`src/rtl/sup_pkg.sv`:
```
package sup_pkg;

  typedef enum logic [2:0] {
    ST_OFF   = 3'd0,
    ST_SOFT  = 3'd1,
    ST_RUN   = 3'd2,
    ST_FAULT = 3'd3,
    ST_HOT   = 3'd4
  } sup_state_t;

  // positions of the flags in the synchronized flag vector
  localparam int F_HI   = 0;
  localparam int F_LO   = 1;
  localparam int F_EN   = 2;
  localparam int F_SSD  = 3;
  localparam int F_WIN  = 4;
  localparam int F_UV   = 5;
  localparam int F_OV   = 6;
  localparam int F_HOT  = 7;
  localparam int F_COOL = 8;
  localparam int F_OC   = 9;
  localparam int F_VT   = 10;
  localparam int NUM_FLAGS = 11;

endpackage

```
`src/rtl/sup_sync.sv`:
```
module sup_sync #(
  parameter int WIDTH  = 8,
  parameter int STAGES = 2
) (
  input  logic             clk,
  input  logic             rst_n,
  input  logic [WIDTH-1:0] d_in,
  output logic [WIDTH-1:0] d_out
);

  logic [WIDTH-1:0] chain [STAGES];

  generate
    for (genvar s = 0; s < STAGES; s++) begin : g_stage
      if (s == 0) begin : g_first
        always_ff @(posedge clk or negedge rst_n) begin
          if (!rst_n) chain[0] <= '0;
          else        chain[0] <= d_in;
        end
      end else begin : g_next
        always_ff @(posedge clk or negedge rst_n) begin
          if (!rst_n) chain[s] <= '0;
          else        chain[s] <= chain[s-1];
        end
      end
    end
  endgenerate

  assign d_out = chain[STAGES-1];

endmodule

```
`src/rtl/sup_fsm.sv`:
```
module sup_fsm
  import sup_pkg::*;
(
  input  logic                 clk,
  input  logic                 rst_n,
  input  logic [NUM_FLAGS-1:0] flags,
  output sup_state_t           state,
  output logic                 ss_restart
);

  sup_state_t state_n;
  logic pwr_ok_q, en_d;
  logic hi_s, lo_s, en_s, ssd_s, uv_s, hot_s, cool_s, oc_s, vt_s, en_rise;

  assign hi_s   = flags[F_HI];
  assign lo_s   = flags[F_LO];
  assign en_s   = flags[F_EN];
  assign ssd_s  = flags[F_SSD];
  assign uv_s   = flags[F_UV];
  assign hot_s  = flags[F_HOT];
  assign cool_s = flags[F_COOL];
  assign oc_s   = flags[F_OC];
  assign vt_s   = flags[F_VT];
  assign en_rise = en_s && !en_d;

  // supply hysteresis: set by the upper threshold, cleared below the lower one
  always_ff @(posedge clk or negedge rst_n) begin
    if (!rst_n) begin
      pwr_ok_q <= 1'b0;
      en_d     <= 1'b0;
    end else begin
      en_d <= en_s;
      if (hi_s)       pwr_ok_q <= 1'b1;
      else if (!lo_s) pwr_ok_q <= 1'b0;
    end
  end

  always_comb begin
    state_n = state;
    if (!pwr_ok_q) begin
      state_n = ST_OFF;
    end else begin
      unique case (state)
        ST_OFF:   if (en_s) state_n = hot_s ? ST_HOT : ST_SOFT;
        ST_SOFT: begin
          if (!en_s)      state_n = ST_OFF;
          else if (hot_s) state_n = ST_HOT;
          else if (oc_s)  state_n = ST_FAULT;
          else if (ssd_s) state_n = ST_RUN;
        end
        ST_RUN: begin
          if (!en_s)               state_n = ST_OFF;
          else if (hot_s)          state_n = ST_HOT;
          else if (oc_s)           state_n = ST_FAULT;
          else if (uv_s && !vt_s)  state_n = ST_FAULT;
        end
        ST_HOT: begin
          if (!en_s)                 state_n = ST_OFF;
          else if (cool_s && !hot_s) state_n = ST_SOFT;
        end
        ST_FAULT: if (en_rise) state_n = ST_OFF;
        default:  state_n = ST_OFF;
      endcase
    end
  end

  always_ff @(posedge clk or negedge rst_n) begin
    if (!rst_n) begin
      state      <= ST_OFF;
      ss_restart <= 1'b0;
    end else begin
      state      <= state_n;
      ss_restart <= (state_n == ST_SOFT) && (state != ST_SOFT);
    end
  end

  // loss of the supply always ends in the off state
  p_supply_loss_r2: assert property (@(posedge clk) disable iff (!rst_n)
    !pwr_ok_q |=> state == ST_OFF);

  // an unblanked under-voltage in run latches the fault
  p_uv_latch_r6: assert property (@(posedge clk) disable iff (!rst_n)
    (state == ST_RUN && pwr_ok_q && en_s && !hot_s && uv_s && !vt_s) |=> state == ST_FAULT);

  // a latched fault holds without an enable rising edge or supply loss
  p_fault_sticky_r11: assert property (@(posedge clk) disable iff (!rst_n)
    (state == ST_FAULT && pwr_ok_q && !en_rise) |=> state == ST_FAULT);

  // the restart pulse lasts one clock and marks soft start
  p_restart_pulse_r3: assert property (@(posedge clk) disable iff (!rst_n)
    ss_restart |-> (state == ST_SOFT) ##1 !ss_restart);

endmodule

```
`src/rtl/sup_drive.sv`:
```
module sup_drive
  import sup_pkg::*;
(
  input  logic                 clk,
  input  logic                 rst_n,
  input  sup_state_t           state,
  input  logic [NUM_FLAGS-1:0] flags,
  output logic                 conv_en,
  output logic                 pwr_good,
  output logic                 crowbar
);

  logic ov_s, win_s, vt_s, crowbar_live;

  assign ov_s  = flags[F_OV];
  assign win_s = flags[F_WIN];
  assign vt_s  = flags[F_VT];

  // crowbar stays armed in soft start, run and latched fault
  assign crowbar_live = (state == ST_SOFT) || (state == ST_RUN) || (state == ST_FAULT);

  always_comb begin
    crowbar  = crowbar_live && ov_s;
    conv_en  = ((state == ST_SOFT) || (state == ST_RUN)) && !ov_s;
    pwr_good = (state == ST_RUN) && !ov_s && (win_s || vt_s);
  end

  // crowbar and switching never overlap
  p_crowbar_excl_r7: assert property (@(posedge clk) disable iff (!rst_n)
    crowbar |-> !conv_en && !pwr_good);

  // power-good only from the run state
  p_pgood_run_r4: assert property (@(posedge clk) disable iff (!rst_n)
    pwr_good |-> state == ST_RUN);

  // no switching outside soft start and run
  p_off_quiet_r10: assert property (@(posedge clk) disable iff (!rst_n)
    (state == ST_FAULT || state == ST_HOT || state == ST_OFF) |-> !conv_en);

endmodule

```
`src/rtl/core_supervisor.sv`:
```
module core_supervisor
  import sup_pkg::*;
#(
  parameter int SYNC_STAGES = 2
) (
  input  logic clk,
  input  logic rst_n,
  input  logic sup_hi_ok,
  input  logic sup_lo_ok,
  input  logic en,
  input  logic ss_done,
  input  logic out_ok,
  input  logic uv_trip,
  input  logic ov_trip,
  input  logic temp_hot,
  input  logic temp_cool,
  input  logic oc_req,
  input  logic v_slewing,
  output logic conv_en,
  output logic pwr_good,
  output logic crowbar,
  output logic ss_restart
);

  logic [NUM_FLAGS-1:0] raw_flags, sync_flags;
  sup_state_t state;

  always_comb begin
    raw_flags         = '0;
    raw_flags[F_HI]   = sup_hi_ok;
    raw_flags[F_LO]   = sup_lo_ok;
    raw_flags[F_EN]   = en;
    raw_flags[F_SSD]  = ss_done;
    raw_flags[F_WIN]  = out_ok;
    raw_flags[F_UV]   = uv_trip;
    raw_flags[F_OV]   = ov_trip;
    raw_flags[F_HOT]  = temp_hot;
    raw_flags[F_COOL] = temp_cool;
    raw_flags[F_OC]   = oc_req;
    raw_flags[F_VT]   = v_slewing;
  end

  sup_sync #(.WIDTH(NUM_FLAGS), .STAGES(SYNC_STAGES)) u_sync (
    .clk(clk), .rst_n(rst_n), .d_in(raw_flags), .d_out(sync_flags)
  );

  sup_fsm u_fsm (
    .clk(clk), .rst_n(rst_n), .flags(sync_flags),
    .state(state), .ss_restart(ss_restart)
  );

  sup_drive u_drive (
    .clk(clk), .rst_n(rst_n), .state(state), .flags(sync_flags),
    .conv_en(conv_en), .pwr_good(pwr_good), .crowbar(crowbar)
  );

endmodule

```
`config.mk`:
```
export PLATFORM = sky130hd
export DESIGN_NAME = core_supervisor
export DESIGN_NICKNAME = d
export VERILOG_FILES = /design/src/rtl/sup_pkg.sv /design/src/rtl/sup_sync.sv /design/src/rtl/sup_fsm.sv /design/src/rtl/sup_drive.sv /design/src/rtl/core_supervisor.sv
export SDC_FILE = /design/constraint.sdc
export NUM_CORES = 1
export LEC_CHECK = 0
export ABC_AREA = 1
export BUFFER_PORTS_ARGS = -buffer_cell sky130_fd_sc_hd__buf_2
export CAP_MARGIN = 20
export CORE_MARGIN = 2
export CORE_UTILIZATION = 50
export DETAILED_ROUTE_END_ITERATION = 10
export PLACE_DENSITY = 0.81
export SYNTH_ARGS = -nofsm -noshare
export SYNTH_HDL_FRONTEND = slang
export SYNTH_SLANG_ARGS = --single-unit
```
`constraint.sdc`:
```
create_clock -name clk -period 1.8 [get_ports clk]
set_clock_uncertainty 0.2 [all_clocks]
set_input_delay 0.09 -clock clk [delete_from_list [all_inputs] [get_ports clk]]
set_output_delay 0.09 -clock clk [all_outputs]
set_load 0.01 [all_outputs]
```
==> Word level (Yosys, flattened, before mapping) <==
Index checks and enable logic that the tools add are counted.
{ "word_totals": {"reg_bits": 28, "latchBits": 0, "ram_bits": 0, "mem_bits_ro": 0, "in_bits": 13, "output_inout_bits": 4, "wordCells": 46, "memories": 0} }
{ "classes": {"add_sub_neg": 0, "multipliers": 0, "div": 0, "magnitude_cmp": 0, "n_eq_ne": 7, "shifts": 0, "muxes": 17, "bitwise_logic": 0, "reduce_logical": 16} }
{ "ops": {"columns": ["op", "count"], "rows": [
  ["3-bit two-way mux", 14],
  ["3-bit case mux with 5 select lines", 1],
  ["1-bit logical AND", 8],
  ["3-bit by 1-bit == test with 1-bit output (second input constant)", 2],
  ["3-bit by 2-bit == test with 1-bit output (second input constant)", 2],
  ["1-bit logical NOT", 4],
  ["3-bit == test (second input constant)", 1],
  ["3-bit logical NOT", 1],
  ["1-bit logical OR", 3],
  ["3-bit by 1-bit != test with 1-bit output (second input constant)", 1],
  ["1-bit two-way mux", 2],
  ["2-bit != test (second input constant)", 1]
]} }

==> Longest topological paths before layout <==
{ "depth": {"ltp_word": 10, "mapped_depth": 9} }

==> Hierarchy <==
A second synthesis with hierarchy kept.
{ "unflattened": {"cells_unflattened": 106, "area_unflattened_um2": 1086.0} }
{ "by_module_without_submodules": {"columns": ["module", "n_inst", "cells_each", "area_per_inst_um2", "seq_area_each_um2"], "rows": [
  ["sup_sync", 1, 33, 633.1, 550.5],
  ["sup_fsm", 1, 59, 392.9, 150.1],
  ["sup_drive", 1, 14, 60.1, 0.0]
]} }

==> Least setup slack after synthesis <==
No wires, ideal clock.
{ "synth_path": {"kind": "flip-flop to flip-flop", "from": "register u_fsm.state[1]", "to": "register u_fsm.ss_restart", "setup_time_ns": 0.071, "arrival_time_ns": 1.013, "required_ns": 1.529, "setup_slack_ns": 0.515, "stages_incl_launch_ff": 8, "n_path_buf": 0, "period_less_slack_ns": 1.285, "path_cell_list": "dfrtp_1 -> nor2_1 -> nand3_1 -> nor2_1 -> nor2_1 -> nand2_1 -> nand3_1 -> nor2_1"} }
{ "synth_between": {"elab_chain_cells": 8} }
{ "synth_lines": {"columns": ["item", "line_no", "source"], "rows": [
  ["start: declaration", "sup_fsm.sv:7", "output sup_state_t state,"],
  ["start signal: assignment", "sup_fsm.sv:72", "state <= state_n;"],
  ["3-bit two-way mux, on equally long branches", "sup_fsm.sv:55, sup_fsm.sv:49", null],
  ["3-bit two-way mux, on equally long branches", "sup_fsm.sv:54, sup_fsm.sv:48", null],
  ["3-bit two-way mux, on equally long branches", "sup_fsm.sv:53, sup_fsm.sv:47", null],
  ["3-bit two-way mux, on equally long branches", "sup_fsm.sv:52, sup_fsm.sv:46", null],
  ["3-bit case mux with 5 select lines", "sup_fsm.sv:43", "unique case (state)"],
  ["3-bit two-way mux", "sup_fsm.sv:40", "if (!pwr_ok_q) begin"],
  ["3-bit by 1-bit == test with 1-bit output", "sup_fsm.sv:73", "ss_restart <= (state_n == ST_SOFT) && (state != ST_SOFT);"],
  ["1-bit logical AND *", "sup_fsm.sv:73", null],
  ["end signal: assignment", "sup_fsm.sv:73", null],
  ["end: declaration", "sup_fsm.sv:8", "output logic ss_restart"]
]} }
Every way passes the cells marked *; elsewhere a longest branch is shown, timed or not.
A chain may end at the register's enable or synchronous reset.

==> Worst setup path after layout <==
{ "layout_path": {"from": "register u_fsm.state[2]", "to": "output pwr_good"} }
{ "layout_between": {"elab_chain_cells": 3} }
{ "layout_lines": {"columns": ["item", "line_no", "source"], "rows": [
  ["3-bit by 2-bit == test with 1-bit output", "sup_drive.sv:25", "pwr_good = (state == ST_RUN) && !ov_s && (win_s || vt_s);"],
  ["1-bit logical AND (2 in series)", "sup_drive.sv:25", null],
  ["end: declaration", "core_supervisor.sv:20", "output logic pwr_good,"]
]} }
No other way between the ends.

==> impl_metrics.tcl <==
set metrics [dict create \
    status "completed" \
    cts_tree "built" \
    cp.required_ns 1.51 \
    io_pins 17 \
    p_clk_frac 0.270 \
    synthToLayoutAreaGrowth_pct 28.5 \
    drv_cap 0 \
    end_kind "primary output" \
    dieArea_um2 2240 \
    start_util 0.538 \
    ys_seq_area_frac 0.747 \
    clkSlewWorstSetupHoldPaths_ns 0.13 \
    die_width_um 47.3 \
    period_share 0.927 \
    r2r_start "u_fsm.state[1]$_DFF_PN0_" \
    grt.total_usage 0.167 \
    critPathMaxFanout 6 \
    rr_endpoint "u_fsm.ss_restart$_DFF_PN0_" \
    drtAntennaViolNets 0 \
    synthCells 83 \
    first_global_vias 579 \
    peakVddDrop_uv 645 \
    wirelength_met1_um 648 \
    grt_setup_unrepaired "no" \
    cts_inserted_buffers 3 \
    cp-startpoint "u_fsm.state[2]$_DFF_PN0_" \
    final-max-slew-violation-count 0 \
    clock.fmax_ghz 0.600 \
    crit_path_end "pwr_good" \
    htree_levels 1 \
    wl_per_cell_um 10.8 \
    routed_wl_mm 1.51 \
    synth_warnings 0 \
    dp_hpwl_um 993 \
    arrival_ns 1.38 \
    r2r_cells 7 \
    worstSetupPathType "register to primary output" \
    drt_iter0_markers 9 \
    drc_errors 0 \
    gp_congestion 0.856 \
    startpoint_type "register" \
    min_period_ns 1.67 \
    cts_hold_buf 12 \
    synthesis.area_um2 938 \
    finalSetupTns_ns 0 \
    core_um2 1750 \
    setup_viol 0 \
    postCtsSetupBuffers 0 \
    fin_nets 129 \
    grt_pass1_wl_mm 2.42 \
    p_switching_mw 0.222 \
    hold_path.class "input pin to async pin" \
    die_h_um 47.3 \
    hold_viol 0 \
    syn-num-nets 96 \
    power.total_mw 1.05 \
    pwr-share-comb 0.084 \
    avgSynthCellArea_um2 11.3 \
    ctsLongestPathBuffers 2 \
    met3_length_um 60 \
    antenna_found_initial 0 \
    p_sw_frac 0.211 \
    ys_types 13 \
    maxUsedRoutingLayer "met4" \
    wl_met2_um 782 \
    via_count 650 \
    p_leak_nw 0.615 \
    drt-pass1-iter-count 4 \
    rows 15 \
    seqPwrFrac 0.646 \
    via_per_inst 4.64 \
    drive_above_1_share 0.200 \
    cts_num_sinks 28 \
    clk_latency_ns 0.31 \
    overflow 0 \
    ff2ff_setup_slack_ns 0.34 \
    antenna_cells 0 \
    cts-root-buf "clkbuf_4" \
    p_per_area_nw_per_um2 870 \
    final_core_util 0.691 \
    grt_max_degree 29 \
    tightest_slew_ns 0.569 \
    synth-seq-cells 28 \
    internal_power_mw 0.828 \
    cts_resized 0 \
    portBuffers 16 \
    slew_headroom 0.621 \
]
[registers in the layout, indices dropped and copies added (netlist names)]
register / flops
u_sync.chain: 11
u_fsm.pwr_ok_q: 1
u_fsm.en_d: 1
u_sync.d_out: 11
u_fsm.ss_restart: 1
u_fsm.state: 3
[power groups by stage]
| stage | logic, mW | clock network [mW] | registers (mW) |
|---|---|---|---|
| 2_1_floorplan | 0.0345 | 0 | 0.686 |
| 3_3_place_gp | 0.0667 | 0 | 0.689 |
| 3_5_place_dp | 0.0682 | 0 | 0.690 |
| 4_1_cts | 0.0879 | 0.298 | 0.678 |
| 5_1_grt | 0.0997 | 0.318 | 0.682 |
| 6_report | 0.0882 | 0.284 | 0.678 |
[critical path: stages, from the launching register on]
cell and delay (ns):
dfrtp_1 0.42, inv_2 0.10, nand2_1 0.07, nor2_2 0.15
o21ai_0 0.10, nor2_1 0.09, buf_2 0.13
[placed cells by master, fill, tap and decap left out]
cell type	synthesis	routed
dfrtp_1	28	28
nand2_1	16	16
buf_2	0	16
dlygate4sd3_1	0	12
nor2_1	11	11
inv_1	9	9
nand3_1	6	6
o21ai_0	4	4
clkbuf_4	0	3
nor2_2	2	2
nand4_1	2	2
inv_2	1	1
a21oi_1	1	1
nor4_1	1	1
nor3_1	1	1
a21o_1	1	1
clkbuf_8	0	1
[Yosys cell counts]
master   number  area, um^2
dfrtp_1      28         701
nand2_1      16        60.1
nor2_1       11        41.3
inv_1         9        33.8
nand3_1       6        30.0
o21ai_0       4        20.0
nand4_1       2        12.5
nor2_2        2        12.5
a21o_1        1        7.51
a21oi_1       1        5.00
inv_2         1        3.75
nor3_1        1        5.00
nor4_1        1        6.26
[per-stage QoR]
stage | cell area, um^2 | hold slack (ns) | worst slack [ns] | instances
floorplan | 938 | -0.406 | 0.515 | 83
global placement | 1050 | -0.0901 | 0.418 | 124
detailed placement | 1050 | -0.0799 | 0.384 | 124
CTS | 1210 | 0.101 | 0.119 | 140
global route | 1210 | 0.133 | 0.0180 | 140
finish | 1210 | 0.0877 | 0.132 | 140
[layer usage]
layer / vias to the layer above / track usage
li1: 324 / -
met1: 303 / 0.205
met2: 21 / 0.262
met3: 2 / 0.0462
met4: 0 / 0.100
met5: - / 0
[layout make-up]
| type | instances | area (um^2) |
|---|---|---|
| clock buffer | 4 | 36.3 |
| tap | 25 | 31.3 |
| fill | 127 | 539 |
| multi-input combinational | 45 | 200 |
| sequential | 28 | 701 |
| inverter | 10 | 37.5 |
| timing repair buffer | 28 | 200 |
[worst min-delay path by stage]
stage	slack, ns	endpoint	cells past startpoint
floorplan	-0.41	u_fsm.en_d$_DFF_PN0_	0
global placement	-0.09	u_sync.chain[21]$_DFF_PN0_	1
detailed placement	-0.08	u_sync.chain[21]$_DFF_PN0_	1
CTS	0.10	u_sync.d_out[2]$_DFF_PN0_	2
global route	0.13	u_sync.d_out[2]$_DFF_PN0_	2
finish	0.09	u_sync.chain[16]$_DFF_PN0_	2
[logic make-up (layout without fill, tap and decap cells)]
family,Yosys count,count (layout),share of synthesized area
AND/OR/NAND/NOR,39,39,0.179
flip-flops,28,28,0.747
buffers and inverters,10,42,0.0400
AO/OA/AOI/OAI,6,6,0.0347
Power figures use the tool's default switching activity.
